**src/rtl/decade_counter_pkg.sv**
```systemverilog
package decade_counter_pkg;
  localparam int DIGIT_W  = 4;
  localparam int LAST_DEC = 9;

  typedef logic [DIGIT_W-1:0] digit_t;

  typedef enum logic [1:0] {
    BIT_W1 = 2'd0,
    BIT_W2 = 2'd1,
    BIT_W4 = 2'd2,
    BIT_W8 = 2'd3
  } bit_pos_e;

  function automatic logic is_decimal(input digit_t d);
    return d <= digit_t'(LAST_DEC);
  endfunction
endpackage

```
**src/rtl/decade_reset_sync.sv**
```systemverilog
module decade_reset_sync #(
  parameter int STAGES = 2
) (
  input  logic clk,
  input  logic arst_n,
  output logic srst_n
);
  logic [STAGES-1:0] chain_q;
  logic [STAGES-1:0] chain_d;

  always_comb begin
    chain_d = {chain_q[STAGES-2:0], 1'b1};
  end

  always_ff @(posedge clk or negedge arst_n) begin
    if (!arst_n) begin
      chain_q <= '0;
    end else begin
      chain_q <= chain_d;
    end
  end

  assign srst_n = chain_q[STAGES-1];
endmodule

```
**src/rtl/decade_toggle_logic.sv**
```systemverilog
module decade_toggle_logic
  import decade_counter_pkg::*;
(
  input  logic   clk,
  input  logic   srst_n,
  input  logic   step,
  input  digit_t cur,
  output digit_t nxt,
  output logic   wrap
);
  logic fall_w1;
  logic fall_w2;
  logic set8;

  always_comb begin
    nxt = cur;
    // weight 1: flips on every counted edge
    nxt[BIT_W1] = step ? ~cur[BIT_W1] : cur[BIT_W1];
    fall_w1 = step & cur[BIT_W1] & ~nxt[BIT_W1];
    // weight 2: driven by the weight-1 fall, held low while weight 8 is set
    if (fall_w1) begin
      nxt[BIT_W2] = cur[BIT_W8] ? 1'b0 : ~cur[BIT_W2];
    end
    fall_w2 = cur[BIT_W2] & ~nxt[BIT_W2];
    // weight 4: driven by the weight-2 fall
    if (fall_w2) begin
      nxt[BIT_W4] = ~cur[BIT_W4];
    end
    // weight 8: set-when-2-and-4, otherwise clear, on the weight-1 fall
    set8 = cur[BIT_W2] & cur[BIT_W4] & ~cur[BIT_W8];
    if (fall_w1) begin
      nxt[BIT_W8] = set8;
    end
    wrap = step & (cur == digit_t'(LAST_DEC)) & (nxt == '0);
  end

  // with weight 8 high, a weight-1 fall leaves weight 2 at zero
  assert_w2_inhibit_R4: assert property (@(posedge clk) disable iff (!srst_n)
    (step && cur[BIT_W1] && cur[BIT_W8]) |=> !cur[BIT_W2]);

  // weight 4 only changes when weight 2 dropped on the same edge
  assert_w4_follows_w2_R5: assert property (@(posedge clk) disable iff (!srst_n)
    (cur[BIT_W2] && !step) |=> $stable(cur[BIT_W4]));

  // an odd unused code always lands back in the decimal range
  assert_recover_R9: assert property (@(posedge clk) disable iff (!srst_n)
    (step && cur[BIT_W1] && !is_decimal(cur)) |=> is_decimal(cur));
endmodule

```
**src/rtl/decade_counter.sv**
```systemverilog
module decade_counter
  import decade_counter_pkg::*;
#(
  parameter logic [3:0] INIT_VALUE  = 4'd0,
  parameter int         SYNC_STAGES = 2
) (
  input  logic       clk,
  input  logic       rst_n,
  input  logic       cnt_en,
  output logic [3:0] bcd,
  output logic       carry
);
  logic   srst_n;
  digit_t digit_q;
  digit_t digit_d;
  logic   wrap;
  logic   carry_q;
  logic   carry_d;

  decade_reset_sync #(.STAGES(SYNC_STAGES)) u_rst_sync (
    .clk    (clk),
    .arst_n (rst_n),
    .srst_n (srst_n)
  );

  decade_toggle_logic u_toggle (
    .clk    (clk),
    .srst_n (srst_n),
    .step   (cnt_en),
    .cur    (digit_q),
    .nxt    (digit_d),
    .wrap   (wrap)
  );

  always_comb begin
    carry_d = wrap;
  end

  always_ff @(posedge clk or negedge srst_n) begin
    if (!srst_n) begin
      digit_q <= digit_t'(INIT_VALUE);
      carry_q <= 1'b0;
    end else begin
      carry_q <= carry_d;
      if (cnt_en) begin
        digit_q <= digit_d;
      end
    end
  end

  assign bcd   = digit_q;
  assign carry = carry_q;

  // no count enable, no change and no carry
  assert_hold_R2: assert property (@(posedge clk) disable iff (!srst_n)
    !cnt_en |=> ($stable(bcd) && !carry));

  // lowest bit inverts on each counted edge
  assert_w1_toggle_R3: assert property (@(posedge clk) disable iff (!srst_n)
    cnt_en |=> (bcd[0] != $past(bcd[0])));

  // seven steps to eight
  assert_set8_R6: assert property (@(posedge clk) disable iff (!srst_n)
    (cnt_en && bcd == 4'd7) |=> (bcd == 4'd8));

  // wrap from nine gives zero plus one carry cycle
  assert_wrap_carry_R8: assert property (@(posedge clk) disable iff (!srst_n)
    (cnt_en && bcd == 4'd9) |=> (carry && bcd == 4'd0));

  // carry never lasts two cycles
  assert_carry_single_R8: assert property (@(posedge clk) disable iff (!srst_n)
    carry |=> !carry);
endmodule

```
**config.mk**
```make
export PLATFORM = sky130hd
export DESIGN_NAME = decade_counter
export DESIGN_NICKNAME = d
export VERILOG_FILES = /design/src/rtl/decade_counter_pkg.sv /design/src/rtl/decade_reset_sync.sv /design/src/rtl/decade_toggle_logic.sv /design/src/rtl/decade_counter.sv
export SDC_FILE = /design/constraint.sdc
export NUM_CORES = 1
export LEC_CHECK = 0
export BUFFER_PORTS_ARGS = -buffer_cell sky130_fd_sc_hd__buf_2
export CAP_MARGIN = 40
export CORE_AREA = 3 3 40 42
export CTS_CLUSTER_DIAMETER = 150
export DETAILED_ROUTE_END_ITERATION = 6
export DIE_AREA = 0 0 43 45
export PLACE_DENSITY = 0.48
export SLEW_MARGIN = 0
export SYNTH_ARGS = -nofsm -noshare
export SYNTH_HDL_FRONTEND = slang
export SYNTH_SLANG_ARGS = --single-unit
```
**constraint.sdc**
```tcl
create_clock -name clk -period 0.85 [get_ports clk]
set_input_delay 0.085 -clock clk [delete_from_list [all_inputs] [get_ports clk]]
set_output_delay 0.085 -clock clk [all_outputs]
set_load 0.1 [all_outputs]
```
==> reports/metrics.cfg, run 1 <==
[floorplan]
fp.dieW_um = 43
core_area_um2 = 1280
dieArea_um2 = 1940
die_y_um = 45
io_pins = 8
rows = 13
start_util = 0.210

[setup_path]
path_max_fanout = 2
slowest_delay_ps = 490
slowest_stage = dfrtp_4
r2r-start = bcd[0]
critPathKind = reg2reg
required_ps = 980
crit_path_end_kind = flop
worstPathCellList = ha_4, nand2_4, mux2_4
arrival_ps = 1250
crit_path_start_kind = flop
startpoint = bcd[0]

[synthesis]
synth_area_leaders = dfrtp_1 65%, mux2_4 5.6%, ha_1 4.6%, mux2_2 4.2%, o2bb2ai_1 3.2%
yosys.area_share.adder = 0.0463
synth_seq_cells = 7
muxShareOfSynthArea = 0.0972
async_flop_share = 1.00
synth.largest_area_cell = dfrtp_1
synth_edf_count = 0
synth-compound-area-share = 0.0324
post-synth-top-count-cell = dfrtp_1
syn_nets = 23
synth_area_um2 = 270
synth-simple-area-share = 0.130
synth_cell_type_count = 13
ys_seq_area_frac = 0.648
synth_top_area_share = 0.648
syn_inst = 19
synth_top_family_by_area = simple AND/OR/NAND/NOR gates
ys.flop_type = dfrtp_1
synth_xor_area_frac = 0.0324
yosys_warnings = 0
synth_area_per_cell_um2 = 14.2

[route]
drt-initial-drc-count = 0
wire_per_inst_um = 10.3
vias = 220
routed_wl_um = 555
vias_per_cell = 4.07
drc = 0
postRouteAntennaNets = 0
first_pass_iters = 1

[clock_network]
cts_tree = built
clock_latency_ps = 240
clk_path_buf_depth = 2
root_buffer = clkbuf_4
numCtsBuffers = 3
clk_pin_slew_ps = 50
htreeDepth = 1
cts.sinks = 7

[sta]
fmax_mhz = 890
hold_viol_final = 0
fin_crit_sh = 1.32
rsz0062_at_grt = yes
skew_ps = 2.11
drv_slew = 0
setup_viol = 10
worst_slack_ps = -274
min_period_ps = 1120

[layout]
drive_gt1_frac = 0.795
fin_nets = 44
syn_to_final_growth_pct = 114
final_area_um2 = 578
num_antenna_cells = 0
final-instance-count-excl-fill = 54
utilization = 0.450

[worst_hold_path]
hold_path.class = reg2async

[placed_design]
gp_congestion = 0.608
place_ws_ps = -269
port-buffer-count = 7
place_inst = 45
place_area_um2 = 455

[run]
drv_cap = 0

[global_routing]
antenna_found_initial = 0
grt_pass1_wl_um = 876
overflow = 0
grt_pass1_vias = 217
grt_max_degree = 6
grt_use_total = 0.0682

[run_status]
violations = setup timing
status = complete, but fails checks

[cell type report]
cell class              instances  area, um2
well taps                      15       18.8
flip-flops and latches          7        184
clock buffers                   4       26.3
multi-input cells              12        149
repair buffers                 16        200
fillers                       108        707
[state kept, by name (all words and copies together), names as in the netlist]
name                count
bcd                     4
u_rst_sync.chain_q      2
carry                   1
[path summary, 6_finish.rpt]
check	to	slack (ps)	cells after the start
min reg2reg	carry	80	0
max reg2reg	bcd[1]	-270	3
min	carry	80	0
min in group clk	bcd[3]	170	3
max	bcd[1]	-270	3
max in group asynchronous	bcd[0]	570	0
[metal layers]
| layer | up-vias | global-route usage | routed length [um] |
|---|---|---|---|
| met5 | - | 0 | 0 |
| met4 | 0 | 0.0181 | 0 |
| met3 | 0 | 0.0717 | 53 |
| met2 | 8 | 0.0988 | 301 |
| met1 | 107 | 0.0672 | 200 |
| li1 | 105 | - | - |
[timing repair]
| item | CTS | global route |
|---|---|---|
| pin swaps | 4 | 1 |
| cloned | 0 | 0 |
| endpoints found under the hold margin | 2 | 0 |
| resized for setup | 5 | 3 |
| hold buffers | 1 | 0 |
| setup endpoints to repair | 10 | 10 |
| buffers inserted | 3 | 1 |
[logic make-up (layout without fill, tap and decap cells)]
kind of cell,count (synthesis),count (layout)
adders and majority gates,1,1
buffers and inverters,0,20
muxes,2,2
and+or+nand+nor,6,6
AOI/OAI and AO/OA,1,1
DFF,7,7
other,1,1
xor gates and xnor gates,1,1
[cell usage in the layout, fill, tap and decap left out]
cell	instances
buf_12	6
buf_4	5
dfrtp_2	4
clkbuf_4	3
mux2_4	2
buf_2	2
buf_6	2
dfrtp_1	2
nand2_4	1
nand3b_1	1
nor4_2	1
nand3_4	1
xnor2_2	1
nor2_1	1
nand2b_1	1
o2bb2ai_2	1
ha_4	1
dfrtp_4	1
clkbuf_1	1
dlygate4sd3_1	1
conb_1	1
[through the flow]
step	hold WS [ps]	TNS (ps)
2_1_floorplan	-211	-1870
3_3_place_gp	-130	-969
3_5_place_dp	-128	-1050
4_1_cts	82.6	-1770
5_1_grt	110	-2030
6_report	76.0	-1760
[worst max-delay path, delay by kind of cell (launching register included)]
family        cells  cell delay, ps
flops             1             490
mux               1             290
fa+ha+maj         1             170
simple gates      1              60
Power of run 1 is not shown: default switching activity piles up to over one toggle a cycle in this logic, so the estimate is an artifact.
==> run 2: changes to the inputs <==
--- a/config.mk
+++ b/config.mk
@@ -7,10 +7,10 @@
 export LEC_CHECK = 0
 export BUFFER_PORTS_ARGS = -buffer_cell sky130_fd_sc_hd__buf_2
 export CAP_MARGIN = 40
-export CORE_AREA = 3 3 40 42
+export CORE_AREA = 2 2 39 41
 export CTS_CLUSTER_DIAMETER = 150
 export DETAILED_ROUTE_END_ITERATION = 6
-export DIE_AREA = 0 0 43 45
+export DIE_AREA = 0 0 41 43
 export PLACE_DENSITY = 0.48
 export SLEW_MARGIN = 0
 export SYNTH_ARGS = -nofsm -noshare
==> constraint.sdc (replaced) <==
create_clock -name clk -period 1.2 [get_ports clk]
set_input_delay 0.12 -clock clk [delete_from_list [all_inputs] [get_ports clk]]
set_output_delay 0.12 -clock clk [all_outputs]
set_load 0.1 [all_outputs]
==> run 2 against run 1 <==
Effect of this change: the run now ends clean; sequential cell count stayed put; clock skew is 2.8 ps higher; sequential share of layout area is 8.4 points higher; die area is 8.9% lower; utilization is 12 points lower; cell area is 21% lower; register-to-register slack better by 350 ps; wire length is 20% lower.
==> reports/metrics.cfg, run 2 (synthesized netlist as in run 1, its figures left out) <==
[global_routing]
grt_use_total = 0.0709  ; was 0.0682
grt_pass1_wl_um = 765  ; was 876 um
grt_max_degree = 6  ; unchanged
grt_pass1_vias = 207  ; was 217
overflow = 0  ; unchanged
antenna_found_initial = 0  ; unchanged

[route]
drt-initial-drc-count = 9  ; was 0
vias_per_cell = 4.06  ; was 4.07
first_pass_iters = 4  ; was 1
wire_per_inst_um = 9.21  ; was 10.3 um
postRouteAntennaNets = 0  ; unchanged
routed_wl_um = 442  ; was 555 um
vias = 195  ; was 220
drc = 0  ; unchanged

[sta]
rsz0062_at_grt = no  ; was yes
hold_viol_final = 0  ; unchanged
hold_slack_ps = 75.8  ; was 76.0 ps
fmax_mhz = 860
setup_viol = 0  ; was 10
fin_crit_sh = 0.969
min_period_ps = 1160
skew_ps = 4.91  ; was 2.11 ps
drv_slew = 0  ; unchanged

[placed_design]
dp_hpwl_um = 364
port-buffer-count = 7  ; unchanged
gp_congestion = 0.653  ; was 0.608
place_area_um2 = 418  ; was 455 um2

[setup_path]
critPathKind = reg2out  ; was reg2reg
crit_path_end_kind = output pin  ; was flop
slowest_delay_ps = 480  ; was 490 ps
arrival_ps = 1040  ; was 1250 ps
crit_path_start_kind = flop  ; unchanged
cpLargestDelayFamily = flip-flops  ; unchanged
required_ps = 1080  ; was 980 ps
critical_path_buf_inv_count = 2  ; was 0
worstPathCellList = buf_4, buf_12  ; was ha_4, nand2_4, mux2_4
reg2reg_depth = 3  ; unchanged
path_depth = 2  ; was 3
path_max_fanout = 3  ; was 2
slowest_stage = dfrtp_4  ; unchanged

[clock_network]
clk_path_buf_depth = 2  ; unchanged
htreeDepth = 1  ; unchanged
hold_buffers = 1  ; unchanged
cts_tree = built  ; unchanged
clock_latency_ps = 250  ; was 240 ps
cts.sinks = 7  ; unchanged
root_buffer = clkbuf_4  ; unchanged
numCtsBuffers = 3  ; unchanged
cts_resized = 0  ; was 5
clk_pin_slew_ps = 50  ; about the same
cts_setup_buffers = 0  ; was 3

[layout]
final_common_cell = buf_12  ; unchanged
layout_common_cells = 4 x buf_12, 3 x dfrtp_2, 3 x dfrtp_1, 3 x clkbuf_4, 3 x buf_2  ; was 6 x buf_12, 5 x buf_4, 4 x dfrtp_2
multi_input_area_um2 = 113  ; was 149 um2
fill_cells = 134  ; was 108
drive_gt1_frac = 0.594  ; was 0.795
largest_reg_flops = 4  ; unchanged
syn_to_final_growth_pct = 68.1  ; was 114%
num_antenna_cells = 0  ; unchanged
final-seq-area_um2 = 183  ; was 184 um2
final_area_um2 = 454  ; was 578 um2
fin_nets = 37  ; was 44

[worst_hold_path]
hold_path.class = reg2async  ; unchanged

[floorplan]
die_y_um = 43  ; was 45 um
core_area_um2 = 1380  ; was 1280 um2
io_pins = 8  ; unchanged
fp.dieW_um = 41  ; was 43 um
dieArea_um2 = 1760  ; was 1940 um2
rows = 14  ; was 13
start_util = 0.195  ; was 0.210

[run_status]
status = finished, final reports clean  ; was complete, but fails checks

[run]
drv_cap = 0  ; unchanged

-- run 2: cell type report --
type,instances,area share
sequential,7,0.402
multi-input combinational,12,0.248
clock buffer,4,0.0579
timing repair buffer,9,0.248
tap,16,0.0441
-- run 2: path summary, 6_finish.rpt --
check / slack, ps / start / to
min in group clk: 190 / cnt_en / carry
worst min-delay path: 80 / u_rst_sync.chain_q[1] / carry
worst min register to register: 80 / u_rst_sync.chain_q[1] / carry
worst max-delay path: 40 / bcd[0] / bcd[0]
max in group asynchronous: 910 / u_rst_sync.chain_q[1] / bcd[0]
worst max register to register: 80 / bcd[0] / bcd[1]
-- run 2: per-stage QoR --
stage	instances	TNS, ps	utilization	worst slack (ps)
after detailed placement	43	0	0.302	80.1
after global routing	48	0	0.328	3.36
after global placement	43	0	0.302	91.6
after floorplan	19	-182	-	-104
final	48	0	0.328	37.3
after CTS	48	0	0.328	25.0
-- run 2: layer usage --
layer | track usage | vias up | routed length [um] | part of all wire
li1 | - | 92 | - | -
met1 | 0.0662 | 94 | 181 | 0.41
met3 | 0.0628 | 0 | 44 | 0.10
met2 | 0.0969 | 9 | 217 | 0.49
met4 | 0.0467 | 0 | 0 | 0
met5 | 0 | - | 0 | 0
Power of run 2 is left out for the same reason.
==> run 3: changes to the inputs <==
--- a/config.mk
+++ b/config.mk
@@ -5,14 +5,16 @@
 export SDC_FILE = /design/constraint.sdc
 export NUM_CORES = 1
 export LEC_CHECK = 0
+export ABC_CLOCK_PERIOD_IN_PS = 1200
 export BUFFER_PORTS_ARGS = -buffer_cell sky130_fd_sc_hd__buf_2
 export CAP_MARGIN = 40
 export CORE_AREA = 2 2 39 41
 export CTS_CLUSTER_DIAMETER = 150
 export DETAILED_ROUTE_END_ITERATION = 6
 export DIE_AREA = 0 0 41 43
-export PLACE_DENSITY = 0.48
+export PLACE_DENSITY = 0.51
 export SLEW_MARGIN = 0
 export SYNTH_ARGS = -nofsm -noshare
 export SYNTH_HDL_FRONTEND = slang
+export SYNTH_HIERARCHICAL = 1
 export SYNTH_SLANG_ARGS = --single-unit
==> run 3 against run 2 <==
Effect of this change: register-to-register slack got worse by 130 ps; setup slack worse by 83 ps; non-clock buffer count rose by 1; cell count up 8.3%; highest routed layer unchanged; the run now ends with setup timing left; critical path type is now reg2reg; count of clock-buffer cells in the layout is the same; via count up 22%; utilization increased by 4.0 points; sequential cell count stayed put.
==> reports/metrics.cfg, run 3 <==
[sta]
min_period_ps = 1250  ; was 1160 ps
rsz0062_at_grt = yes  ; was no
fin_crit_sh = 1.04  ; was 0.969
worst_slack_ps = -45.8  ; was 37.3 ps
skew_ps = 0.543  ; was 4.91 ps
setup_viol = 1  ; was 0
drv_slew = 0  ; unchanged
hold_viol_final = 0  ; unchanged
fmax_mhz = 803  ; was 860 MHz

[layout]
drive_gt1_frac = 0.667  ; was 0.594
largest_reg_flops = 4  ; unchanged
num_antenna_cells = 0  ; unchanged
syn_to_final_growth_pct = 66.8  ; was 68.1%
fin_nets = 41  ; was 37
final_common_cell = buf_12  ; unchanged
final_area_um2 = 509  ; was 454 um2
layout_common_cells = 4 x buf_12, 3 x dfrtp_2, 3 x dfrtp_1, 3 x clkbuf_4, 3 x buf_2  ; unchanged

[placed_design]
port-buffer-count = 7  ; unchanged
gp_congestion = 0.764  ; was 0.653
dp_hpwl_um = 443  ; was 364 um
place_ws_ps = -37.2  ; was 80.1 ps
place_area_um2 = 462  ; was 418 um2

[global_routing]
grt_max_degree = 7  ; was 6
grt_pass1_wl_um = 1080  ; was 765 um
grt_pass1_vias = 247  ; was 207
antenna_found_initial = 0  ; unchanged
grt_use_total = 0.0923  ; was 0.0709
overflow = 0  ; unchanged

[route]
postRouteAntennaNets = 0  ; unchanged
wire_per_inst_um = 11.7  ; was 9.21 um
routed_wl_um = 610  ; was 442 um
drc = 0  ; unchanged
vias_per_cell = 4.56  ; was 4.06
vias = 237  ; was 195
drt-initial-drc-count = 2  ; was 9
first_pass_iters = 4  ; unchanged

[floorplan]
rows = 14  ; unchanged
die_y_um = 43  ; unchanged
io_pins = 8  ; unchanged
start_util = 0.221  ; was 0.195
fp.dieW_um = 41  ; unchanged
dieArea_um2 = 1760  ; unchanged
core_area_um2 = 1380  ; unchanged

[synthesis]
synth.largest_area_cell = dfrtp_1  ; unchanged
syn_nets = 26  ; was 23
yosys_warnings = 6  ; was 0
synth_seq_cells = 7  ; unchanged
ys.flop_type = dfrtp_1  ; unchanged
ys_seq_area_frac = 0.574  ; was 0.648
async_flop_share = 1.00  ; unchanged
synth_area_um2 = 305  ; was 270 um2
post-synth-top-count-cell = dfrtp_1  ; unchanged
synth_commonest_cells = 7 x dfrtp_1, 4 x mux2_2, 2 x nand2_1
synth_cell_type_count = 12  ; was 13
synth_top_area_share = 0.574  ; was 0.648
synth_edf_count = 0  ; unchanged
syn_inst = 22  ; was 19
synth_area_leaders = dfrtp_1 57%, mux2_2 15%, nor4b_2 4.9%, ha_1 4.1%, mux2i_1 3.3%  ; was dfrtp_1 65%, mux2_4 5.6%, ha_1 4.6%, mux2_2 4.2%, o2bb2ai_1 3.2%
synth_area_per_cell_um2 = 13.9  ; was 14.2 um2

[setup_path]
arrival_ps = 1400  ; was 1040 ps
crit_path_start_kind = flop  ; unchanged
required_ps = 1350  ; was 1080 ps
r2r-start = bcd[0]  ; unchanged
startpoint = bcd[0]  ; unchanged
worstPathCellList = ha_4, nand4b_1, nor4b_2  ; was buf_4, buf_12
slowest_delay_ps = 490  ; was 480 ps
reg2reg_depth = 3  ; unchanged
endpoint = carry  ; was bcd[0]
slowest_stage = dfrtp_4  ; unchanged
reg2reg_setup_slack_ps = -50  ; was 80 ps
crit_path_end_kind = flop  ; was output pin
critPathKind = reg2reg  ; was reg2out
path_max_fanout = 2  ; was 3
r2r-end = carry  ; was bcd[1]

[run_status]
status = complete, but fails checks  ; was finished, final reports clean
violations = setup timing

[clock_network]
cts_tree = built  ; unchanged
clk_path_buf_depth = 2  ; unchanged
cts.sinks = 7  ; unchanged
cts_setup_buffers = 0  ; unchanged
clock_latency_ps = 250  ; about the same
clk_pin_slew_ps = 50  ; about the same
root_buffer = clkbuf_4  ; unchanged
numCtsBuffers = 3  ; unchanged
htreeDepth = 1  ; unchanged

[run]
drv_cap = 0  ; unchanged

[worst_hold_path]
hold_path.class = reg2async  ; unchanged

[run 3: metal layers]
metal | GRT usage | up-vias | wire [um]
met1 | 0.116 | 124 | 261
met2 | 0.128 | 8 | 307
met3 | 0.0314 | 0 | 40
met5 | 0 | - | 0
li1 | - | 105 | -
met4 | 0.0600 | 0 | 0
[run 3: how the worst min path moves through the flow]
stage	startpoint	to	slack, ps	cells after the start
3_5_place_dp	rst_n	u_rst_sync/chain_q[0]	-90	1
5_1_grt	u_rst_sync/chain_q[1]	bcd[3]	100	0
2_1_floorplan	rst_n	u_rst_sync/chain_q[0]	-180	0
6_report	u_rst_sync/chain_q[1]	bcd[0]	90	0
4_1_cts	u_rst_sync/chain_q[1]	bcd[0]	90	0
3_3_place_gp	rst_n	u_rst_sync/chain_q[1]	-100	1
[run 3: per-stage QoR]
stage               cells  TNS, ps   util  hold slack [ps]
floorplan              22     -730      -             -176
global placement       47        0  0.334            -95.4
detailed placement     47    -37.2  0.334            -89.7
CTS                    52    -36.7  0.365             87.8
global route           52     -156  0.368              105
finish                 52    -45.8  0.368             87.6
[run 3: cells by family (layout without fill, tap and decap cells)]
logic type      count (synthesis)  in the layout  share of synthesized area
compound gates                  1              1                     0.0164
xor+xnor                        1              1                     0.0287
fa+ha+maj                       1              1                     0.0410
buf+inv                         0             14                          0
flops                           7              7                      0.574
mux                             5              5                      0.180
other cells                     1              1                     0.0123
simple gates                    6              6                      0.148
[run 3: area by class of cell]
cell class              count  area, um2
flip-flops and latches      7        183
well taps                  16       20.0
clock buffers               4       26.3
repair buffers             10        120
fillers                   134        875
multi-input cells          15        160
[run 3: critical path, delay by kind of cell (launching register included)]
family        cells  cell delay (ps)
flops             1              490
simple gates      2              420
fa+ha+maj         1              240
[run 3: timing repair]
action                                  CTS  global route
hold endpoints to repair                  2             0
endpoints found under the setup margin    2             4
resized for setup                         1             1
hold buffers                              1             0
Power of run 3 is left out for the same reason.
